File: src/rtl/hit_extractor_pkg.sv
// Shared word format for the hit extractor.
// Assumes the 32-bit gatherer word layout: tag [31:28], channel [25:24],
// 8-bit ToT [23:16], column [15:9], row [8:0].
package hit_extractor_pkg;

    localparam int WORD_W  = 32;
    localparam int ROW_W   = 9;
    localparam int COL_W   = 7;
    localparam int CH_W    = 2;
    localparam int TOT_W   = 4;
    localparam int NSRC    = 2;
    localparam int SRC_W   = 1;
    localparam int CHIP_W  = SRC_W + CH_W;

    localparam int TAG_LSB = 28;
    localparam int CH_LSB  = 24;
    localparam int TOT_LSB = 20;
    localparam int COL_LSB = 9;
    localparam int ROW_LSB = 0;

    localparam logic [TOT_W-1:0] TOT_NONE = '1;

    typedef enum logic [3:0] {
        TAG_HEAD = 4'b0010,
        TAG_HIT  = 4'b1000,
        TAG_TAIL = 4'b0100
    } word_tag_e;

    typedef struct packed {
        logic [CHIP_W-1:0] chip;
        logic [ROW_W-1:0]  row;
        logic [COL_W-1:0]  col;
        logic [TOT_W-1:0]  tot;
    } hit_fields_t;

endpackage

File: src/rtl/hx_rr_arbiter.sv
// Round-robin grant between the two queues.
// Assumes a request means "queue non-empty and consumer ready". A lone
// requester wins immediately; on a tie the queue not granted last wins.
module hx_rr_arbiter
    import hit_extractor_pkg::*;
(
    input  logic            clk,
    input  logic            rst_n,
    input  logic [NSRC-1:0] req,
    output logic [NSRC-1:0] gnt,
    output logic [SRC_W-1:0] gnt_idx
);
    logic [SRC_W-1:0] last_q;

    // Pick the winner for this cycle from the requests and the last grant.
    always_comb begin
        gnt     = '0;
        gnt_idx = '0;
        if (req[0] && req[1]) begin
            gnt_idx = ~last_q;
            gnt[gnt_idx] = 1'b1;
        end else if (req[0]) begin
            gnt_idx = 1'b0;
            gnt[0]  = 1'b1;
        end else if (req[1]) begin
            gnt_idx = 1'b1;
            gnt[1]  = 1'b1;
        end
    end

    // Remember the queue served by the latest grant; reset favours queue 0.
    always_ff @(posedge clk) begin
        if (!rst_n)
            last_q <= 1'b1;
        else if (|gnt)
            last_q <= gnt_idx;
    end

endmodule

File: src/rtl/hx_word_decode.sv
// Combinational classification and field split of one granted word.
// Assumes the word is valid only when 'take' is high.
module hx_word_decode
    import hit_extractor_pkg::*;
(
    input  logic              take,
    input  logic [SRC_W-1:0]  src_idx,
    input  logic [WORD_W-1:0] word,
    output logic              emit_hit,
    output logic              bad_tag,
    output hit_fields_t       fields
);
    logic [3:0] tag;
    logic       is_hit;
    logic       is_frame;

    // Decode the tag nibble into hit, framing or unknown.
    always_comb begin
        tag      = word[TAG_LSB +: 4];
        is_hit   = (tag == TAG_HIT);
        is_frame = (tag == TAG_HEAD) || (tag == TAG_TAIL);
    end

    // Split the hit fields and decide whether a strobe is due.
    always_comb begin
        fields.chip = {src_idx, word[CH_LSB +: CH_W]};
        fields.row  = word[ROW_LSB +: ROW_W];
        fields.col  = word[COL_LSB +: COL_W];
        fields.tot  = word[TOT_LSB +: TOT_W];
        emit_hit    = take && is_hit && (fields.tot != TOT_NONE);
        bad_tag     = take && !is_hit && !is_frame;
    end

endmodule

File: src/rtl/hx_out_stage.sv
// Output register for the hit fields and the saturating drop counter.
// Assumes at most one decoded word per cycle.
module hx_out_stage
    import hit_extractor_pkg::*;
#(
    parameter int CNT_W = 16
) (
    input  logic             clk,
    input  logic             rst_n,
    input  logic             emit_hit,
    input  logic             bad_tag,
    input  hit_fields_t      fields_in,
    output logic             valid_q,
    output hit_fields_t      fields_q,
    output logic [CNT_W-1:0] drops_q
);
    localparam logic [CNT_W-1:0] CNT_MAX = '1;

    // Register the strobe and the fields of a hit popped this cycle.
    always_ff @(posedge clk) begin
        if (!rst_n) begin
            valid_q  <= 1'b0;
            fields_q <= '0;
        end else begin
            valid_q <= emit_hit;
            if (emit_hit)
                fields_q <= fields_in;
        end
    end

    // Count unknown-tag words, holding at the top value.
    always_ff @(posedge clk) begin
        if (!rst_n)
            drops_q <= '0;
        else if (bad_tag && drops_q != CNT_MAX)
            drops_q <= drops_q + 1'b1;
    end

endmodule

File: src/rtl/hit_extractor.sv
// Top: drains two show-ahead queues in round-robin order while the
// histogram unit is ready, drops framing and unknown words, and presents
// hits as split fields one cycle after the pop.
// Assumes the queues remove their head word on an edge where pop is high.
module hit_extractor
    import hit_extractor_pkg::*;
#(
    parameter int CNT_W = 16
) (
    input  logic             clk,
    input  logic             rst_n,
    input  logic             src0_empty,
    input  logic [31:0]      src0_word,
    output logic             src0_pop,
    input  logic             src1_empty,
    input  logic [31:0]      src1_word,
    output logic             src1_pop,
    input  logic             hist_rfd,
    output logic             hit_valid,
    output logic [8:0]       hit_row,
    output logic [6:0]       hit_col,
    output logic [2:0]       hit_chip,
    output logic [3:0]       hit_tot,
    output logic [CNT_W-1:0] drop_count
);
    logic [NSRC-1:0]   empty_v;
    logic [WORD_W-1:0] word_v [NSRC];
    logic [NSRC-1:0]   req;
    logic [NSRC-1:0]   gnt;
    logic [SRC_W-1:0]  gnt_idx;
    logic              emit_hit;
    logic              bad_tag;
    hit_fields_t       dec_fields;
    hit_fields_t       out_fields;

    assign empty_v   = {src1_empty, src0_empty};
    assign word_v[0] = src0_word;
    assign word_v[1] = src1_word;

    // One request per queue: it has a word and the consumer is ready.
    for (genvar s = 0; s < NSRC; s++) begin : g_req
        assign req[s] = hist_rfd && !empty_v[s];
    end

    hx_rr_arbiter u_arb (
        .clk     (clk),
        .rst_n   (rst_n),
        .req     (req),
        .gnt     (gnt),
        .gnt_idx (gnt_idx)
    );

    assign src0_pop = gnt[0];
    assign src1_pop = gnt[1];

    hx_word_decode u_dec (
        .take     (|gnt),
        .src_idx  (gnt_idx),
        .word     (word_v[gnt_idx]),
        .emit_hit (emit_hit),
        .bad_tag  (bad_tag),
        .fields   (dec_fields)
    );

    hx_out_stage #(.CNT_W(CNT_W)) u_out (
        .clk       (clk),
        .rst_n     (rst_n),
        .emit_hit  (emit_hit),
        .bad_tag   (bad_tag),
        .fields_in (dec_fields),
        .valid_q   (hit_valid),
        .fields_q  (out_fields),
        .drops_q   (drop_count)
    );

    assign hit_row  = out_fields.row;
    assign hit_col  = out_fields.col;
    assign hit_chip = out_fields.chip;
    assign hit_tot  = out_fields.tot;

endmodule

File: config.mk
export PLATFORM = sky130hd
export DESIGN_NAME = hit_extractor
export DESIGN_NICKNAME = d
export VERILOG_FILES = /design/src/rtl/hit_extractor_pkg.sv /design/src/rtl/hx_rr_arbiter.sv /design/src/rtl/hx_word_decode.sv /design/src/rtl/hx_out_stage.sv /design/src/rtl/hit_extractor.sv
export SDC_FILE = /design/constraint.sdc
export NUM_CORES = 1
export LEC_CHECK = 0
export BUFFER_PORTS_ARGS = -buffer_cell sky130_fd_sc_hd__buf_2
export CAP_MARGIN = 20
export CORE_MARGIN = 1
export CORE_UTILIZATION = 47
export DETAILED_ROUTE_END_ITERATION = 6
export PLACE_DENSITY = 0.91
export SYNTH_ARGS = -nofsm -noshare
export SYNTH_HDL_FRONTEND = slang
export SYNTH_HIERARCHICAL = 1
export SYNTH_SLANG_ARGS = --single-unit
export TNS_END_PERCENT = 30
File: constraint.sdc
create_clock -name clk -period 3.6 [get_ports clk]
set_clock_uncertainty 0.05 [all_clocks]
set_input_delay 0.54 -clock clk [delete_from_list [all_inputs] [get_ports clk]]
set_output_delay 0.54 -clock clk [all_outputs]
set_load 0.005 [all_outputs]
==> impl_metrics.py, run 1 <==
metrics = {
    "pwr": {
        "powerDensity_nw_per_um2": 343,
        "static-leakage-power_nw": 1.28,
        "p_sw_share_pct": 22.2,
        "internal-power_w": 0.000766,
        "p_seq_share_pct": 47.5,
        "power.share.clock_pct": 39.0,
        "comb_power_share_pct": 13.6,
        "ir_drop_mv": 0.191,
        "p_switching_w": 0.000218,
        "p_total_w": 0.000985,
    },
    "floorplan": {
        "num_rows": 25,
        "die_x_um": 73.5,
        "fp.dieH_um": 73.5,
        "start_util_pct": 49.9,
        "placeableCoreArea_um2": 4820,
        "die-area_um2": 5400,
        "io_pins": 111,
    },
    "route": {
        "wl_um": 4900,
        "wl_per_cell_um": 12.8,
        "detail_route.vias_per_cell": 5.15,
        "firstDrtPassIters": 4,
        "ant_nets": 0,
        "drt-initial-drc-count": 82,
        "vias": 1969,
        "drc_errors": 0,
    },
    "setup_path": {
        "crit_path_max_incr_delay_ps": 430,
        "cp-start-kind": "input pin",
        "reg2reg_depth": 8,
        "crit_slowest_cell": "or3_4",
        "critical_path_class": "in -> reg",
        "arrival_ps": 3210,
        "critPathLaunch": "hist_rfd",
        "critPathMaxFanout": 6,
        "crit_end": "u_out/drops_q[10]",
        "timing.rr.end": "u_out/drops_q[10]",
        "worstPathRequired_ps": 3750,
        "critical_path.cell_chain": "buf_2 -> nor2b_1 -> a21boi_4 -> mux2_2 -> or4b_1 -> o311a_1 -> nand2_1 -> or3_4 -> or4_1 -> a21oi_1",
        "worst-r2r-setup-slack_ps": 880,
        "endpoint_kind": "flip-flop",
        "timing.rr.start": "u_arb/last_q",
    },
    "clock_network": {
        "postCtsSetupRepairBufs": 0,
        "cts_root_buf": "clkbuf_8",
        "clockBufferDepth": 2,
        "cts-htree-levels": 2,
        "holdBufCountCts": 0,
        "cts_buffers": 5,
        "cts_tree": "yes",
        "cts_resized": 0,
        "clkTransAtPathRegs_ps": 80,
        "clock-sinks": 41,
        "insertion_delay_ps": 290,
    },
    "min_path": {
        "hp-class": "reg -> reg",
    },
    "place": {
        "port_buffers": 98,
        "dpl_cell_area_um2": 2750,
        "dp_hpwl_um": 3690,
        "routabilityCongestion": 0.783,
    },
    "sta": {
        "rsz0062_at_grt": "no",
        "slew_headroom_pct": 34.5,
        "setup_tns_ps": 0,
        "max_freq_ghz": 0.327,
        "setup_viol": 0,
        "worst_pin_slew_ps": 982,
        "hold_violations": 0,
        "maxSlewViolCount": 0,
        "fin_crit_sh_pct": 84.9,
        "min_period_ps": 3060,
    },
    "layout": {
        "design_area_um2": 2870,
        "n_fill_cell": 442,
        "final_util_pct": 59.6,
        "areaGrowthSynthToFinish_pct": 19.4,
        "multi_input_area_um2": 1310,
        "drive_gt1_share_pct": 44.8,
        "fin_nets": 384,
        "seq_area_um2": 821,
        "n_antenna_cell": 0,
    },
    "global_routing": {
        "grt_pass1_vias": 1830,
        "grt_pass1_wl_um": 7790,
        "gr-total-overflow": 0,
        "globalRouteTotalUtil_pct": 18.7,
        "antenna_found_initial": 0,
        "grt_max_degree": 33,
    },
    "run": {
        "maxCapViolations": 0,
    },
    "logic_synthesis": {
        "yosysWarnings": 6,
        "synth_fp_nets": 311,
        "avgSynthCellArea_um2": 9.97,
        "netlist_area_um2": 2400,
        "syn_inst": 241,
    },
    "status": {
        "run_status": "finished clean",
    },
}
sequential cells by signal, summed over array words and instances (netlist names):
name,count
u_arb/last_q,1
u_out/drops_q,16
u_out/fields_q,23
u_out/valid_q,1
power groups by stage:
stage	combinational [W]	clock (W)	sequential, W
2_1_floorplan	0.000118	0	0.000477
3_3_place_gp	0.000130	0	0.000477
3_5_place_dp	0.000135	0	0.000478
4_1_cts	0.000135	0.000394	0.000467
5_1_grt	0.000146	0.000414	0.000469
6_report	0.000133	0.000384	0.000467
worst max-delay path, delay by kind of cell:
| kind | cells | cell delay (ps) |
|---|---|---|
| AND/OR/NAND/NOR | 5 | 1390 |
| multiplexers | 1 | 390 |
| AO/OA/AOI/OAI | 3 | 790 |
| buffers and inverters | 1 | 80 |
worst min path at each step:
| stage | startpoint | end | cells after the start |
|---|---|---|---|
| floorplan | u_arb/last_q | u_arb/last_q | 2 |
| global placement | u_out/fields_q[10] | u_out/fields_q[10] | 2 |
| detailed placement | u_out/fields_q[13] | u_out/fields_q[13] | 2 |
| CTS | u_out/fields_q[13] | u_out/fields_q[13] | 2 |
| global route | u_out/fields_q[22] | u_out/fields_q[22] | 2 |
| finish | u_out/fields_q[13] | u_out/fields_q[13] | 2 |
cells in the final DEF, fill, tap and decap left out, types with 4 or more instances in the layout:
| cell type | instances |
|---|---|
| nand2_1 | 13 |
| nor2_1 | 27 |
| o21ai_0 | 5 |
| a21oi_1 | 6 |
| dfxtp_1 | 41 |
| nand4_1 | 4 |
| and4_1 | 4 |
| mux2i_1 | 27 |
| clkbuf_8 | 6 |
| nor4_1 | 4 |
| and2_1 | 4 |
| buf_2 | 98 |
| mux2_4 | 24 |
| nand3_1 | 5 |
per-stage QoR:
stage	setup WS [ps]	std cells	hold slack, ps
floorplan	376	241	413
global placement	363	374	416
detailed placement	246	374	428
CTS	532	382	446
global route	394	382	479
finish	544	382	439
routing by layer:
layer | routed length (um) | global-route usage (%)
met4 | 42 | 7.05
met3 | 293 | 5.62
met2 | 2450 | 32.7
met5 | 0 | 0
met1 | 2120 | 21.2
layout make-up:
| type | instances | share of cell area [%] |
|---|---|---|
| flip-flops and latches | 41 | 28.6 |
| inverters | 2 | 0.262 |
| repair buffers | 101 | 18.3 |
| well taps | 67 | 2.92 |
| multi-input cells | 163 | 45.7 |
| clock buffers | 6 | 2.88 |
| clock inverters | 2 | 1.31 |
(Power assumes the default switching activity.)
==> run 2: changes to the inputs <==
--- a/config.mk
+++ b/config.mk
@@ -8,9 +8,9 @@
 export BUFFER_PORTS_ARGS = -buffer_cell sky130_fd_sc_hd__buf_2
 export CAP_MARGIN = 20
 export CORE_MARGIN = 1
-export CORE_UTILIZATION = 47
+export CORE_UTILIZATION = 43
 export DETAILED_ROUTE_END_ITERATION = 6
-export PLACE_DENSITY = 0.91
+export PLACE_DENSITY = 0.88
 export SYNTH_ARGS = -nofsm -noshare
 export SYNTH_HDL_FRONTEND = slang
 export SYNTH_HIERARCHICAL = 1
==> constraint.sdc (replaced) <==
create_clock -name clk -period 2.8 [get_ports clk]
set_clock_uncertainty 0.05 [all_clocks]
set_input_delay 0.42 -clock clk [delete_from_list [all_inputs] [get_ports clk]]
set_output_delay 0.42 -clock clk [all_outputs]
set_load 0.005 [all_outputs]
==> impl_metrics.py, run 2 (synthesis gave the netlist of run 1 again) <==
metrics = {
    "status": {
        "run_status": "finished clean",
    },
    "clock_network": {
        "clkTransAtPathRegs_ps": 80,
        "holdBufCountCts": 0,
        "cts_buffers": 5,
        "insertion_delay_ps": 280,
        "clockBufferDepth": 2,
        "clock-sinks": 41,
        "cts-htree-levels": 2,
        "postCtsSetupRepairBufs": 0,
        "cts_root_buf": "clkbuf_8",
        "cts_resized": 0,
        "cts_tree": "yes",
    },
    "route": {
        "wl_um": 4990,
        "drc_errors": 0,
        "ant_nets": 0,
        "firstDrtPassIters": 4,
        "wl_per_cell_um": 12.7,
        "detail_route.vias_per_cell": 5.13,
        "vias": 2012,
        "drt-initial-drc-count": 65,
    },
    "layout": {
        "final_common_cell": "buf_2",
        "final_cell_mix": "98 x buf_2, 41 x dfxtp_1, 27 x mux2i_1, 27 x nor2_1, 24 x mux2_4",
        "largest_register_ffs": 23,
        "design_area_um2": 2950,
        "drive_gt1_share_pct": 46.6,
        "areaGrowthSynthToFinish_pct": 22.9,
        "n_fill_cell": 456,
        "fin_nets": 391,
        "top_regs": "u_out/fields_q x23, u_out/drops_q x16",
        "n_antenna_cell": 0,
        "max_flop_register": "u_out/fields_q",
    },
    "setup_path": {
        "crit_end": "u_out/drops_q[14]",
        "crit_cells": 10,
        "worst-r2r-setup-slack_ps": 210,
        "cp_top_family": "simple AND/OR/NAND/NOR gates",
        "crit_slowest_cell": "or4_1",
        "arrival_ps": 2830,
        "reg2reg_depth": 8,
        "critPathLaunch": "hist_rfd",
        "cp-start-kind": "input pin",
        "critPathMaxFanout": 6,
        "critical_path.cell_chain": "buf_2 -> nor2b_1 -> a21boi_4 -> mux2_2 -> xnor2_1 -> o311a_1 -> nand2_1 -> or3_4 -> or4_1 -> a21oi_1",
        "critical_path_class": "in -> reg",
        "timing.rr.start": "u_arb/last_q",
        "worstPathRequired_ps": 2970,
        "cp_num_buf_inv": 1,
        "endpoint_kind": "flip-flop",
        "crit_path_max_incr_delay_ps": 420,
        "timing.rr.end": "u_out/drops_q[14]",
    },
    "sta": {
        "hold_slack_ps": 401,
        "maxSlewViolCount": 0,
        "min_period_ps": 2660,
        "worst_slack_ps": 144,
        "hold_violations": 0,
        "setup_tns_ps": 0,
        "fin_crit_sh_pct": 94.9,
        "rsz0062_at_grt": "no",
        "slew_headroom_pct": 47.1,
        "worst_pin_slew_ps": 787,
        "max_freq_ghz": 0.376,
        "setup_viol": 0,
    },
    "floorplan": {
        "io_pins": 111,
        "fp.dieH_um": 76.7,
        "start_util_pct": 45.9,
        "num_rows": 26,
        "die-area_um2": 5890,
        "die_x_um": 76.7,
        "placeableCoreArea_um2": 5240,
    },
    "pwr": {
        "static-leakage-power_nw": 1.33,
        "ir_drop_mv": 0.202,
        "p_switching_w": 0.000278,
        "powerDensity_nw_per_um2": 452,
        "comb_power_share_pct": 13.6,
        "power.share.clock_pct": 41.4,
        "p_sw_share_pct": 20.8,
        "internal-power_w": 0.00106,
        "p_seq_share_pct": 45.0,
    },
    "place": {
        "port_buffers": 98,
        "routabilityCongestion": 0.829,
        "dp_hpwl_um": 3820,
        "dpl_cell_area_um2": 2820,
        "pre_cts_ws_ps": -124,
    },
    "global_routing": {
        "globalRouteTotalUtil_pct": 16.5,
        "grt_pass1_vias": 1906,
        "grt_max_degree": 25,
        "grt_pass1_wl_um": 8050,
        "gr-total-overflow": 0,
        "antenna_found_initial": 0,
    },
    "min_path": {
        "hp-class": "in -> reg",
    },
    "run": {
        "maxCapViolations": 0,
    },
}
## run 2: layout make-up
cell class,count,area (um^2),area share (%)
well taps,70,87.6,2.97
inverters,2,7.51,0.254
clock inverters,3,65.1,2.20
flip-flops and latches,41,821,27.8
multi-input cells,163,1320,44.8
repair buffers,108,578,19.6
clock buffers,5,68.8,2.33
## run 2: worst min path at each step
stage,startpoint,end,slack (ps),cells after the start
6_report,rst_n,u_arb/last_q,400,2
5_1_grt,rst_n,u_arb/last_q,410,2
4_1_cts,rst_n,u_arb/last_q,400,2
3_5_place_dp,u_out/fields_q[18],u_out/fields_q[18],430,2
3_3_place_gp,u_out/fields_q[17],u_out/fields_q[17],420,2
2_1_floorplan,u_out/drops_q[6],u_out/drops_q[6],430,1
## run 2: power groups by stage
stage,logic (W),clock network [W],registers [W]
floorplan,0.000155,0,0.000614
global placement,0.000177,0,0.000614
detailed placement,0.000183,0,0.000614
CTS,0.000184,0.000566,0.000600
global route,0.000197,0.000588,0.000603
finish,0.000182,0.000552,0.000600
## run 2: routing by layer
layer / part of all wire [%] / vias up / track usage (%) / routed length, um
met5: 0 / - / 0 / 0
met4: 0.36 / 0 / 4.42 / 18
met3: 5.2 / 2 / 4.64 / 262
met2: 51 / 70 / 30.4 / 2560
met1: 43 / 945 / 18.5 / 2150
li1: - / 995 / - / -
## run 2: metrics by stage
| stage | util (%) | power [W] | cells |
|---|---|---|---|
| after CTS | 56.4 | 0.00135 | 392 |
| after floorplan | - | 0.000769 | 241 |
| after detailed placement | 53.8 | 0.000797 | 384 |
| after global routing | 56.4 | 0.00139 | 392 |
| after global placement | 53.8 | 0.000791 | 384 |
| final | 56.4 | 0.00133 | 392 |
## run 2: worst reg2reg max path: cells and delay by family (launching register included)
| kind | cells | cell delay (ps) |
|---|---|---|
| muxes | 1 | 410 |
| AOI/OAI and AO/OA | 3 | 670 |
| xor gates and xnor gates | 1 | 190 |
| and+or+nand+nor | 3 | 870 |
| DFF | 1 | 350 |
==> run 3: changes to the inputs <==
--- a/config.mk
+++ b/config.mk
@@ -5,12 +5,14 @@
 export SDC_FILE = /design/constraint.sdc
 export NUM_CORES = 1
 export LEC_CHECK = 0
+export ABC_CLOCK_PERIOD_IN_PS = 2700
 export BUFFER_PORTS_ARGS = -buffer_cell sky130_fd_sc_hd__buf_2
 export CAP_MARGIN = 20
 export CORE_MARGIN = 1
-export CORE_UTILIZATION = 43
+export CORE_UTILIZATION = 47
+export CTS_CLUSTER_DIAMETER = 40
 export DETAILED_ROUTE_END_ITERATION = 6
-export PLACE_DENSITY = 0.88
+export PLACE_DENSITY = 0.91
 export SYNTH_ARGS = -nofsm -noshare
 export SYNTH_HDL_FRONTEND = slang
 export SYNTH_HIERARCHICAL = 1
==> constraint.sdc (replaced) <==
create_clock -name clk -period 2.7 [get_ports clk]
set_clock_uncertainty 0.05 [all_clocks]
set_input_delay 0.405 -clock clk [delete_from_list [all_inputs] [get_ports clk]]
set_output_delay 0.405 -clock clk [all_outputs]
set_load 0.005 [all_outputs]
==> impl_metrics.py, run 3 (synthesis gave the netlist of run 1 again) <==
metrics = {
    "status": {
        "run_status": "finished clean",
    },
    "setup_path": {
        "cp-start-kind": "input pin",
        "critical_path.cell_chain": "buf_2 -> nor2b_1 -> a21boi_4 -> buf_4 -> mux2_4 -> and4_1 -> nor4_2 -> buf_12 -> mux2i_1 -> nor2_1",
        "crit_slowest_cell": "buf_4",
        "worstPathRequired_ps": 2790,
        "crit_path_max_incr_delay_ps": 390,
        "arrival_ps": 2680,
        "cp_top_family": "buffers and inverters",
        "cp_num_buf_inv": 3,
        "critPathMaxFanout": 24,
        "critical_path_class": "in -> reg",
        "endpoint_kind": "flip-flop",
    },
    "global_routing": {
        "grt_pass1_vias": 1756,
        "grt_pass1_wl_um": 7630,
        "grt_max_degree": 25,
        "globalRouteTotalUtil_pct": 18.1,
        "gr-total-overflow": 0,
        "antenna_found_initial": 0,
    },
    "route": {
        "wl_per_cell_um": 12.4,
        "ant_nets": 0,
        "firstDrtPassIters": 4,
        "drt-initial-drc-count": 77,
        "vias": 1990,
        "detail_route.vias_per_cell": 5.09,
        "drc_errors": 0,
        "wl_um": 4830,
    },
    "clock_network": {
        "insertion_delay_ps": 280,
        "cts_root_buf": "clkbuf_8",
        "holdBufCountCts": 0,
        "clockBufferDepth": 2,
        "cts_buffers": 5,
        "cts-htree-levels": 2,
        "clock-sinks": 41,
        "clkTransAtPathRegs_ps": 80,
        "cts_tree": "yes",
    },
    "floorplan": {
        "num_rows": 25,
        "die-area_um2": 5400,
        "placeableCoreArea_um2": 4820,
        "die_x_um": 73.5,
        "io_pins": 111,
        "fp.dieH_um": 73.5,
        "start_util_pct": 49.9,
    },
    "place": {
        "routabilityCongestion": 0.810,
        "dp_hpwl_um": 3770,
        "port_buffers": 98,
        "dpl_cell_area_um2": 2830,
    },
    "pwr": {
        "ir_drop_mv": 0.258,
        "static-leakage-power_nw": 1.32,
        "p_total_w": 0.00121,
        "powerDensity_nw_per_um2": 413,
    },
    "sta": {
        "maxSlewViolCount": 0,
        "fin_crit_sh_pct": 96.0,
        "rsz0062_at_grt": "yes",
        "worst_pin_slew_ps": 771,
        "slew_headroom_pct": 48.2,
        "setup_tns_ps": 0,
        "max_freq_ghz": 0.386,
        "setup_viol": 0,
        "hold_violations": 0,
        "min_period_ps": 2590,
    },
    "layout": {
        "fin_nets": 394,
        "n_antenna_cell": 0,
        "drive_gt1_share_pct": 47.2,
        "final_common_cell": "buf_2",
        "final_cell_mix": "98 x buf_2, 41 x dfxtp_1, 27 x mux2i_1, 27 x nor2_1, 24 x mux2_4",
        "multi_input_area_um2": 1330,
        "max_flop_register": "u_out/fields_q",
        "areaGrowthSynthToFinish_pct": 21.9,
        "design_area_um2": 2930,
        "seq_area_um2": 821,
        "final_util_pct": 60.8,
        "n_fill_cell": 428,
        "largest_register_ffs": 23,
        "top_regs": "u_out/fields_q x23, u_out/drops_q x16",
    },
    "min_path": {
        "hp-class": "in -> reg",
    },
    "run": {
        "maxCapViolations": 0,
    },
}
[run 3: cell count changes in the layout (fill, tap and decap cells not counted), sizes merged]
cell and change:
buf +3, bufinv -2, clkbuf +1, clkinv -1
clkinvlp +1
[run 3: stage by stage]
| stage | setup slack, ps | hold slack (ps) | instances |
|---|---|---|---|
| after global placement | -122 | 416 | 383 |
| after global routing | -8.52 | 380 | 391 |
| after floorplan | -85.6 | 427 | 241 |
| final | 109 | 378 | 391 |
| after CTS | 89.9 | 376 | 390 |
| after detailed placement | -213 | 428 | 383 |
[run 3: cell type report]
cell class              count  share of cell area, %
inverters                   2                  0.256
multi-input cells         163                   45.3
well taps                  67                   2.86
repair buffers            111                   20.5
flip-flops and latches     41                   28.0
clock buffers               6                   2.82
clock inverters             1                  0.256
[run 3: worst paths after layout]
path                            from                  to  slack (ps)  depth (start not counted)
hold / removal                 rst_n        u_arb/last_q         380                          2
setup reg to reg        u_arb/last_q  u_out/fields_q[13]         130                          8
setup / recovery            hist_rfd  u_out/fields_q[13]         110                         10
hold reg to reg   u_out/fields_q[15]  u_out/fields_q[15]         440                          2
[run 3: power breakdown]
part	switching (W)	internal, W	total (W)
Combinational	0.0000727	0.000117	0.000190
Clock	0.000196	0.000202	0.000398
Sequential	0.00000942	0.000614	0.000623
[run 3: what timing repair did]
item	CTS	global route
endpoints found under the setup margin	0	10
gates resized for setup	0	0
setup buffers	0	1
[run 3: metal layers]
metal / part of all wire (%) / up-vias / GRT usage, %
met2: 50 / 73 / 32.3
li1: - / 1010 / -
met1: 44 / 905 / 21.6
met4: 0.48 / 0 / 3.85
met3: 4.7 / 2 / 4.94
met5: 0 / - / 0
